## src/rtl/tick_timer_pkg.sv

```systemverilog
`timescale 1ns/1ps
package tick_timer_pkg;
  localparam int REG_W      = 32;
  localparam int CNT_W      = 29;
  localparam int ARM_BIT    = 31;
  localparam int RELOAD_BIT = 30;
  localparam int PEND_BIT   = 30;
  localparam int STATUS_OFS = 4;
  localparam int PAIR_STEP  = 'h50;
  localparam int SLOT_STEP  = 'h08;

  typedef struct packed {
    logic             arm;
    logic             autoreload;
    logic [CNT_W-1:0] reload;
  } tmr_ctrl_t;

  // Timers come in pairs: pair k at k*0x50, second of pair at +0x08.
  function automatic int timer_base(input int idx);
    return (idx / 2) * PAIR_STEP + (idx % 2) * SLOT_STEP;
  endfunction
endpackage

```

## src/rtl/tick_timer_decode.sv

```systemverilog
`timescale 1ns/1ps
module tick_timer_decode
  import tick_timer_pkg::*;
#(
  parameter int NUM_TIMERS = 4,
  parameter int ADDR_W     = 8,
  parameter int IDX_W      = 2
) (
  input  logic [ADDR_W-1:0]     addr,
  input  logic                  we,
  output logic [NUM_TIMERS-1:0] load_we,
  output logic [NUM_TIMERS-1:0] clr_we,
  output logic                  hit,
  output logic [IDX_W-1:0]      idx,
  output logic                  is_status
);
  genvar g;
  generate
    for (g = 0; g < NUM_TIMERS; g++) begin : g_strobe
      localparam logic [ADDR_W-1:0] CtrlA = ADDR_W'(timer_base(g));
      localparam logic [ADDR_W-1:0] StatA = ADDR_W'(timer_base(g) + STATUS_OFS);
      assign load_we[g] = we && (addr == CtrlA);
      assign clr_we[g]  = we && (addr == StatA);
    end
  endgenerate

  always_comb begin
    hit       = 1'b0;
    idx       = '0;
    is_status = 1'b0;
    for (int i = 0; i < NUM_TIMERS; i++) begin
      if (addr == ADDR_W'(timer_base(i))) begin
        hit = 1'b1;
        idx = IDX_W'(i);
      end else if (addr == ADDR_W'(timer_base(i) + STATUS_OFS)) begin
        hit       = 1'b1;
        idx       = IDX_W'(i);
        is_status = 1'b1;
      end
    end
  end
endmodule

```

## src/rtl/tick_timer_core.sv

```systemverilog
`timescale 1ns/1ps
module tick_timer_core
  import tick_timer_pkg::*;
(
  input  logic             clk,
  input  logic             rst,
  input  logic             tick,
  input  logic             load_we,
  input  logic             load_arm,
  input  logic             load_auto,
  input  logic [CNT_W-1:0] load_val,
  input  logic             clr_we,
  input  logic             clr_bit,
  output tmr_ctrl_t        ctrl_o,
  output logic [CNT_W-1:0] cnt_o,
  output logic             pend_o
);
  tmr_ctrl_t        ctrl_q;
  logic [CNT_W-1:0] cnt_q;
  logic             pend_q;
  logic             at_zero;
  logic             expire;
  logic             clr_req;

  assign at_zero = (cnt_q == '0);
  assign expire  = ctrl_q.arm & tick & at_zero & ~load_we;
  assign clr_req = clr_we & clr_bit;

  always_ff @(posedge clk) begin
    if (rst) begin
      ctrl_q <= '0;
      cnt_q  <= '0;
    end else if (load_we) begin
      ctrl_q.arm        <= load_arm;
      ctrl_q.autoreload <= load_auto;
      ctrl_q.reload     <= load_val;
      cnt_q             <= load_val;
    end else if (ctrl_q.arm && tick) begin
      if (at_zero) begin
        if (ctrl_q.autoreload) cnt_q <= ctrl_q.reload;
        else                   ctrl_q.arm <= 1'b0;
      end else begin
        cnt_q <= cnt_q - 1'b1;
      end
    end
  end

  // Expiry has priority over a clear in the same cycle.
  always_ff @(posedge clk) begin
    if (rst)          pend_q <= 1'b0;
    else if (expire)  pend_q <= 1'b1;
    else if (clr_req) pend_q <= 1'b0;
  end

  assign ctrl_o = ctrl_q;
  assign cnt_o  = cnt_q;
  assign pend_o = pend_q;


  oneshot_stop_chk: assert property (@(posedge clk) disable iff (rst)
    (ctrl_q.arm && !ctrl_q.autoreload && tick && at_zero && !load_we) |=> !ctrl_q.arm);

  autoreload_refill_chk: assert property (@(posedge clk) disable iff (rst)
    (ctrl_q.arm && ctrl_q.autoreload && tick && at_zero && !load_we)
      |=> (ctrl_q.arm && cnt_q == $past(ctrl_q.reload)));

  expiry_beats_clear_chk: assert property (@(posedge clk) disable iff (rst)
    (ctrl_q.arm && tick && at_zero && !load_we && clr_we && clr_bit) |=> pend_q);

  pend_sticky_chk: assert property (@(posedge clk) disable iff (rst)
    (pend_q && !(clr_we && clr_bit)) |=> pend_q);

  count_hold_chk: assert property (@(posedge clk) disable iff (rst)
    (!tick && !load_we) |=> $stable(cnt_q));

  count_step_chk: assert property (@(posedge clk) disable iff (rst)
    (ctrl_q.arm && tick && !at_zero && !load_we) |=> (cnt_q == $past(cnt_q) - 1'b1));
endmodule

```

## src/rtl/tick_timer_readmux.sv

```systemverilog
`timescale 1ns/1ps
module tick_timer_readmux
  import tick_timer_pkg::*;
#(
  parameter int NUM_TIMERS = 4,
  parameter int IDX_W      = 2
) (
  input  logic             clk,
  input  logic             rst,
  input  logic             re,
  input  logic             hit,
  input  logic [IDX_W-1:0] idx,
  input  logic             is_status,
  input  tmr_ctrl_t        ctrl_i [NUM_TIMERS],
  input  logic [CNT_W-1:0] cnt_i  [NUM_TIMERS],
  input  logic             pend_i [NUM_TIMERS],
  output logic [REG_W-1:0] rdata
);
  logic [REG_W-1:0] word;

  always_comb begin
    word = '0;
    if (hit) begin
      if (is_status) begin
        word[PEND_BIT]    = pend_i[idx];
        word[CNT_W-1:0]   = cnt_i[idx];
      end else begin
        word[ARM_BIT]     = ctrl_i[idx].arm;
        word[RELOAD_BIT]  = ctrl_i[idx].autoreload;
        word[CNT_W-1:0]   = ctrl_i[idx].reload;
      end
    end
  end

  always_ff @(posedge clk) begin
    if (rst)     rdata <= '0;
    else if (re) rdata <= word;
  end


  miss_reads_zero_chk: assert property (@(posedge clk) disable iff (rst)
    (re && !hit) |=> (rdata == '0));
endmodule

```

## src/rtl/tick_timer_bank.sv

```systemverilog
`timescale 1ns/1ps
module tick_timer_bank
  import tick_timer_pkg::*;
#(
  parameter int NUM_TIMERS = 4,
  parameter int ADDR_W     = 8
) (
  input  logic                  clk,
  input  logic                  rst,
  input  logic                  tick_en,
  input  logic [ADDR_W-1:0]     bus_addr,
  input  logic                  bus_we,
  input  logic [REG_W-1:0]      bus_wdata,
  input  logic                  bus_re,
  output logic [REG_W-1:0]      bus_rdata,
  output logic [NUM_TIMERS-1:0] irq
);
  localparam int IDX_W = (NUM_TIMERS > 1) ? $clog2(NUM_TIMERS) : 1;

  logic [NUM_TIMERS-1:0] load_we;
  logic [NUM_TIMERS-1:0] clr_we;
  logic                  hit;
  logic [IDX_W-1:0]      idx;
  logic                  is_status;
  tmr_ctrl_t             ctrl_v [NUM_TIMERS];
  logic [CNT_W-1:0]      cnt_v  [NUM_TIMERS];
  logic                  pend_v [NUM_TIMERS];
  logic                  unused_bit29;

  assign unused_bit29 = bus_wdata[29];

  tick_timer_decode #(
    .NUM_TIMERS(NUM_TIMERS), .ADDR_W(ADDR_W), .IDX_W(IDX_W)
  ) decode_i (
    .addr(bus_addr), .we(bus_we), .load_we(load_we), .clr_we(clr_we),
    .hit(hit), .idx(idx), .is_status(is_status)
  );

  genvar g;
  generate
    for (g = 0; g < NUM_TIMERS; g++) begin : g_tmr
      tick_timer_core core_i (
        .clk(clk), .rst(rst), .tick(tick_en),
        .load_we(load_we[g]),
        .load_arm(bus_wdata[ARM_BIT]),
        .load_auto(bus_wdata[RELOAD_BIT]),
        .load_val(bus_wdata[CNT_W-1:0]),
        .clr_we(clr_we[g]),
        .clr_bit(bus_wdata[PEND_BIT]),
        .ctrl_o(ctrl_v[g]), .cnt_o(cnt_v[g]), .pend_o(pend_v[g])
      );
      assign irq[g] = pend_v[g];
    end
  endgenerate

  tick_timer_readmux #(
    .NUM_TIMERS(NUM_TIMERS), .IDX_W(IDX_W)
  ) readmux_i (
    .clk(clk), .rst(rst), .re(bus_re), .hit(hit), .idx(idx),
    .is_status(is_status), .ctrl_i(ctrl_v), .cnt_i(cnt_v),
    .pend_i(pend_v), .rdata(bus_rdata)
  );
endmodule

```

## config.mk

```make
export PLATFORM = sky130hd
export DESIGN_NAME = tick_timer_bank
export DESIGN_NICKNAME = d
export VERILOG_FILES = /design/src/rtl/tick_timer_pkg.sv /design/src/rtl/tick_timer_decode.sv /design/src/rtl/tick_timer_core.sv /design/src/rtl/tick_timer_readmux.sv /design/src/rtl/tick_timer_bank.sv
export SDC_FILE = /design/constraint.sdc
export NUM_CORES = 1
export LEC_CHECK = 0
export BUFFER_PORTS_ARGS = -buffer_cell sky130_fd_sc_hd__buf_4
export CORE_MARGIN = 5
export CORE_UTILIZATION = 32
export CTS_BUF_LIST = sky130_fd_sc_hd__clkbuf_4 sky130_fd_sc_hd__clkbuf_8 sky130_fd_sc_hd__clkbuf_16
export DETAILED_ROUTE_END_ITERATION = 8
export PLACE_DENSITY_LB_ADDON = 0.25
export SLEW_MARGIN = 10
export SYNTH_ARGS = -nofsm -noshare
export SYNTH_HDL_FRONTEND = slang
export SYNTH_SLANG_ARGS = --single-unit
```

## constraint.sdc

```tcl
create_clock -name clk -period 5 [get_ports clk]
set_input_delay 0.25 -clock clk [delete_from_list [all_inputs] [get_ports clk]]
set_output_delay 0.25 -clock clk [all_outputs]
set_load 0.005 [all_outputs]
```

After elaboration in Yosys (flattened, before gate mapping)
Index checks and enable logic that the tools add are counted.

word-level totals
  register bits = 275
  output and inout port bits = 36
  word-level logic and storage cells = 174

operators by class
  add/subtract/negate cells = 4
  $lt $le $gt $ge = 1
  equality and inequality tests = 15
  mux-type cells = 75
  bitwise operators = 21
  reductions and logical operators = 37

operator list
  kind                                                       number
  2-to-1 mux 29 bit                                          20
  logical NOT 29 bit                                         4
  subtractor 29 x 1 -> 29 bit (second input constant)        4
  binary-select mux 31 bit (select 2 bit)                    1
  2-to-1 mux 31 bit                                          2
  binary-select mux 29 bit (select 2 bit)                    1
  2-to-1 mux 1 bit                                           44
  == test 8 x 7 -> 1 bit (second input constant)             4
  nonzero test 2 bit                                         12
  bitwise AND 1 bit                                          16
  == test 8 x 4 -> 1 bit (second input constant)             2
  logical AND 1 bit                                          12
  2-to-1 mux 2 bit                                           6
  != test 3 x 1 -> 1 bit (second input constant)             4
  AND reduction 3 bit                                        4
  == test 8 x 3 -> 1 bit (second input constant)             1
  logical NOT 8 bit                                          1
  != test 2 x 1 -> 1 bit (second input constant)             4
  AND reduction 2 bit                                        4
  inverter 1 bit                                             4
  greater-or-equal comparator 3 bit (second input constant)  1
  inverter 2 -> 3 bit                                        1
  binary-select mux 1 bit (select 2 bit)                     1

Logic depth before layout (Yosys ltp)
  depth after elaboration = 13
  depth in mapped cells = 10
  depth with buffers taken out = 8

Cells and area by module
A second synthesis with hierarchy kept.

unflattened totals
  cell total of the unflattened synthesis = 1,811
  area total of the unflattened synthesis = 15,695.1 µm²

modules (own cells, without submodules)
  module              instances  cells an instance  area an instance (µm²)  sequential area each (µm²)
  tick_timer_core     4          391                3,199.3                 1,221.2
  tick_timer_readmux  1          224                2,732.6                 620.6
  tick_timer_decode   1          23                 165.2                   0.0

Least setup slack after synthesis
OpenSTA, ideal clock, no wires.

  path kind = register -> register
  from = reg g_tmr[1].core_i.cnt_q[7]
  to = reg g_tmr[1].core_i.cnt_q[25]
  setup time = 122 ps
  arrival = 2,558 ps
  data required time = 4,878 ps
  path slack = 2,320 ps
  cell stages (with the launch flop) = 9
  buffers on the path = 2
  period minus slack after synthesis = 2,680 ps
  cell sequence = dfxtp_1 -> buf_6 -> or4_4 -> or4_4 -> buf_6 -> or3_4 -> nor4_2 -> xor2_1 -> a221o_1

on the way
  longest elaborated chain between the ends = 4

RTL lines
  element                                                            line                                          RTL
  from (decl)                                                        tick_timer_core.sv:19                         logic [CNT_W-1:0] cnt_q;
  from (signal assigned)                                             tick_timer_core.sv:37                         cnt_q <= load_val;
  from (signal assigned)                                             tick_timer_core.sv:40                         if (ctrl_q.autoreload) cnt_q <= ctrl_q.reload;
  from (signal assigned)                                             tick_timer_core.sv:43                         cnt_q <= cnt_q - 1'b1;
  subtractor 29 x 1 -> 29 bit or logical NOT 29 bit (tied branches)  tick_timer_core.sv:43, tick_timer_core.sv:25
  2-to-1 mux 29 bit                                                  tick_timer_core.sv:39                         if (at_zero) begin
  2-to-1 mux 29 bit                                                  tick_timer_core.sv:38                         end else if (ctrl_q.arm && tick) begin
  2-to-1 mux 29 bit                                                  tick_timer_core.sv:33                         end else if (load_we) begin

Several ways; a longest one is shown, not always the timed one. The select of a mux whose other input is x is not followed.
A chain may end at the register's enable or synchronous reset.

Worst setup path after layout
  from = reg g_tmr[0].core_i.cnt_q[7]
  to = reg g_tmr[0].core_i.cnt_q[1]

on the way
  longest elaborated chain between the ends = 4

RTL lines
  element                 line                   RTL
  from (decl)             tick_timer_core.sv:19
  from (signal assigned)  tick_timer_core.sv:37
  from (signal assigned)  tick_timer_core.sv:40
  from (signal assigned)  tick_timer_core.sv:43
  logical NOT 29 bit (*)  tick_timer_core.sv:25  assign at_zero = (cnt_q == '0);
  2-to-1 mux 29 bit       tick_timer_core.sv:39
  2-to-1 mux 29 bit       tick_timer_core.sv:38
  2-to-1 mux 29 bit       tick_timer_core.sv:33

Every way passes the cells marked *; elsewhere a longest branch is shown, timed or not. The select of a mux whose other input is x is not followed.

==> flow_metrics.py <==
metrics = {
    "run_status": {
        "status": "completed",
    },
    "power": {
        "cellPowerDensity_nw_per_um2": 289,
        "leakagePower_uw": 0.00673,
        "clockPowerShare": 0.461,
        "power.switching_uw": 1350,
        "vdd_drop_max_v": 0.000243,
        "sw_frac_of_total": 0.260,
        "pwr-share-comb": 0.113,
        "pwr-share-seq": 0.426,
        "intPower_uw": 3840,
        "total_power_uw": 5190,
    },
    "synthesis": {
        "synth.avg_cell_area_um2": 8.02,
        "synth-edff-count": 0,
        "synth_fp_nets": 1999,
        "synth_cell_type_count": 82,
        "yosys_most_used_dff": "dfxtp_1",
        "ys_ff_latch": 275,
        "ys_seq_area_frac": 0.353,
        "async_flop_share": 0,
        "postSynthCellCount": 1946,
        "ys_warn_count": 0,
        "synth_area_um2": 15600,
    },
    "timing": {
        "drv_slew": 0,
        "slew-limit-headroom": 0.163,
        "rsz0062_at_grt": "false",
        "finalSetupViolCount": 0,
        "hold_viol": 0,
        "fmax_mhz": 276,
        "setup_tns_ns": 0,
        "layout_min_cycle_time_ns": 3.63,
        "worst_pin_slew_ns": 1.25,
        "clock-skew-final_ns": 0.0130,
        "timing.final.crit_share": 0.726,
    },
    "floorplanning": {
        "fp.dieW_um": 231,
        "fp.dieArea_um2": 53300,
        "row_count": 81,
        "coreArea_um2": 48500,
        "initial_utilization": 0.322,
        "pin_count": 81,
        "fp.dieH_um": 231,
    },
    "cells_and_area": {
        "fin_nets": 2016,
        "layout-drive-gt1-share": 0.135,
        "fillers": 4873,
        "diodes": 0,
        "syn2layout_area_growth_pct": 15.0,
    },
    "route": {
        "top_layer": "met4",
        "drc": 0,
        "totalWireLength_mm": 60.9,
        "drtPass1Iterations": 6,
        "vias": 15500,
        "routed_via_density": 5.94,
        "wl_met1_mm": 27.5,
        "drt-initial-drc-count": 1564,
        "wl_met2_mm": 26.8,
        "ant_nets": 0,
        "wl_met3_mm": 4.71,
        "wl_per_cell_um": 23.4,
    },
    "critical_path": {
        "cp.required_ns": 5.45,
        "crit_arrival_ns": 4.08,
        "end_kind": "flop",
        "timing_worst_setup_path_type": "flop to flop",
        "critPathMaxFanout": 21,
        "critPathLaunchType": "flop",
    },
    "clock_tree": {
        "root_buffer": "clkbuf_16",
        "cts_buffers": 31,
        "cts.htree.levels": 1,
        "cts-resized-gates": 0,
        "clk_pin_slew_ns": 0.06,
        "clock_path_buffers": 3,
        "clock_sinks": 275,
        "cts_tree": "yes",
        "worstSkewPairLatency_ns": 0.57,
    },
    "grt": {
        "grt_overflow": 0,
        "grt_util_all_layers": 0.217,
        "grt_pass1_vias": 14000,
        "antenna_found_initial": 0,
        "grt_max_degree": 73,
        "grt_pass1_wl_mm": 91.0,
    },
    "place": {
        "gp_congestion": 0.979,
        "dp_hpwl_mm": 45.2,
        "numPortBuffers": 78,
    },
    "job": {
        "maxCapViolations": 0,
    },
    "min_path": {
        "min_path_type": "primary input to flop",
    },
}
-- sequential cells by signal, indices dropped and copies added (netlist names) --
| name | flops |
|---|---|
| g_tmr.core_i.pend_o | 4 |
| readmux_i.rdata | 31 |
| g_tmr.core_i.cnt_o | 116 |
| g_tmr.core_i.ctrl_o | 124 |
-- cell usage after synthesis (5+ instances only) --
| cell type | number | share of area |
|---|---|---|
| a211oi_1 | 28 | 0.013 |
| a21boi_0 | 18 | 0.0087 |
| a21oi_1 | 213 | 0.068 |
| a221o_1 | 59 | 0.038 |
| a22oi_1 | 46 | 0.022 |
| a2bb2oi_1 | 5 | 0.0028 |
| a311oi_1 | 5 | 0.0028 |
| a31o_2 | 7 | 0.0039 |
| a31oi_1 | 41 | 0.016 |
| and2_1 | 6 | 0.0024 |
| buf_1 | 11 | 0.0026 |
| buf_2 | 15 | 0.0048 |
| buf_4 | 16 | 0.0077 |
| buf_6 | 7 | 0.0051 |
| clkbuf_1 | 114 | 0.027 |
| dfxtp_1 | 275 | 0.35 |
| ha_1 | 8 | 0.0064 |
| inv_1 | 14 | 0.0034 |
| mux2_2 | 29 | 0.021 |
| mux2i_1 | 45 | 0.029 |
| mux4_2 | 17 | 0.025 |
| nand2_1 | 375 | 0.090 |
| nand2b_1 | 5 | 0.0020 |
| nand3_1 | 62 | 0.020 |
| nand4_1 | 19 | 0.0076 |
| nand4b_1 | 8 | 0.0045 |
| nor2_1 | 93 | 0.022 |
| nor2b_1 | 22 | 0.0088 |
| nor3_1 | 36 | 0.012 |
| nor3b_1 | 5 | 0.0024 |
| nor4_1 | 37 | 0.015 |
| o211ai_1 | 30 | 0.014 |
| o21ai_0 | 46 | 0.015 |
| o221ai_1 | 6 | 0.0034 |
| o22a_1 | 16 | 0.0090 |
| o22ai_1 | 11 | 0.0044 |
| o31ai_1 | 19 | 0.0091 |
| or3_1 | 17 | 0.0068 |
| or4_1 | 23 | 0.011 |
| xnor2_1 | 37 | 0.021 |
| xor2_1 | 27 | 0.015 |
-- cells by family (layout without fill, tap and decap cells) --
kind of cell | count (synthesis) | after routing | synth area share
XOR/XNOR | 64 | 64 | 0.0359
AND/OR/NAND/NOR | 745 | 745 | 0.229
other | 1 | 1 | 0.000240
multiplexers | 91 | 91 | 0.0743
flip-flops | 275 | 275 | 0.353
adder cells (fa/ha/maj) | 8 | 8 | 0.00641
AO/OA/AOI/OAI | 582 | 582 | 0.250
buffers and inverters | 180 | 219 | 0.0521
-- per-stage QoR --
step	setup slack [ns]	instances	cell area [µm²]	util	hold slack, ns
after CTS	1.37	2607	17900	0.370	0.00196
after global placement	1.50	2522	16600	0.342	0.460
final	1.37	2607	17900	0.370	0.0298
after global routing	1.25	2607	17900	0.370	0.0233
after floorplan	2.32	1946	15600	-	0.365
after detailed placement	1.41	2522	16600	0.342	0.467
-- worst paths after layout --
kind | start | endpoint | slack [ns] | cells after the start
min | bus_wdata[9] | g_tmr[0].core_i.ctrl_o[9] | 0.03 | 3
max reg2reg | g_tmr[0].core_i.cnt_o[7] | g_tmr[0].core_i.cnt_o[1] | 1.37 | 6
min reg2reg | g_tmr[3].core_i.ctrl_o[16] | g_tmr[3].core_i.ctrl_o[16] | 0.48 | 2
max | g_tmr[0].core_i.cnt_o[7] | g_tmr[0].core_i.cnt_o[1] | 1.37 | 6
-- placed cells by master (no fill, tap or decap), types with 22 or more instances in the layout --
cell / synthesis / final
a21oi_1: 213 / 213
nand3_1: 62 / 60
dfxtp_1: 275 / 275
a22oi_1: 46 / 46
a221o_1: 59 / 59
buf_4: 16 / 119
mux2i_1: 45 / 45
xnor2_1: 37 / 37
nor3_1: 36 / 33
a31oi_1: 41 / 41
mux2_2: 29 / 29
clkbuf_16: 0 / 31
nor4_1: 37 / 35
a211oi_1: 28 / 28
nand2_1: 375 / 375
xor2_1: 27 / 27
nor2b_1: 22 / 22
o21ai_0: 46 / 46
dlygate4sd3_1: 0 / 30
o211ai_1: 30 / 30
nor2_1: 93 / 91
or4_1: 23 / 23
-- per-layer routing --
layer	vias up	track usage
met5	-	0
met4	0	0.0665
met3	110	0.0215
met2	730	0.335
met1	7421	0.321
li1	7214	-
-- cell type report --
cell class / count / area [µm²] / share of cell area
flip-flops and latches: 275 / 5510 / 0.307
repair buffers: 150 / 1200 / 0.0672
multi-input cells: 1491 / 9350 / 0.521
clock inverters: 7 / 110 / 0.00614
clock buffers: 48 / 941 / 0.0524
inverters: 14 / 52.6 / 0.00293
well taps: 622 / 778 / 0.0434
-- power groups by stage --
stage                     clock (µW)  sequential, µW  combinational, µW
final                           2390            2210                588
after detailed placement           0            2260                559
after global routing            2510            2210                628
after global placement             0            2260                559
after CTS                       2420            2210                581
after floorplan                    0            2250                383
-- critical path: stages, from the launching register on --
cell      delay [ns]
dfxtp_1         0.39
nor4_2          0.66
nand4_2         0.58
nor4_1          0.65
or4_1           0.80
a211oi_1        0.12
a221o_1         0.30
-- what timing repair did --
action | CTS | global route
setup buffers | 0 | 0
endpoints found under the hold margin | 96 | 0
hold buffers | 30 | 0
No activity file was read; power rests on OpenSTA's default activity.
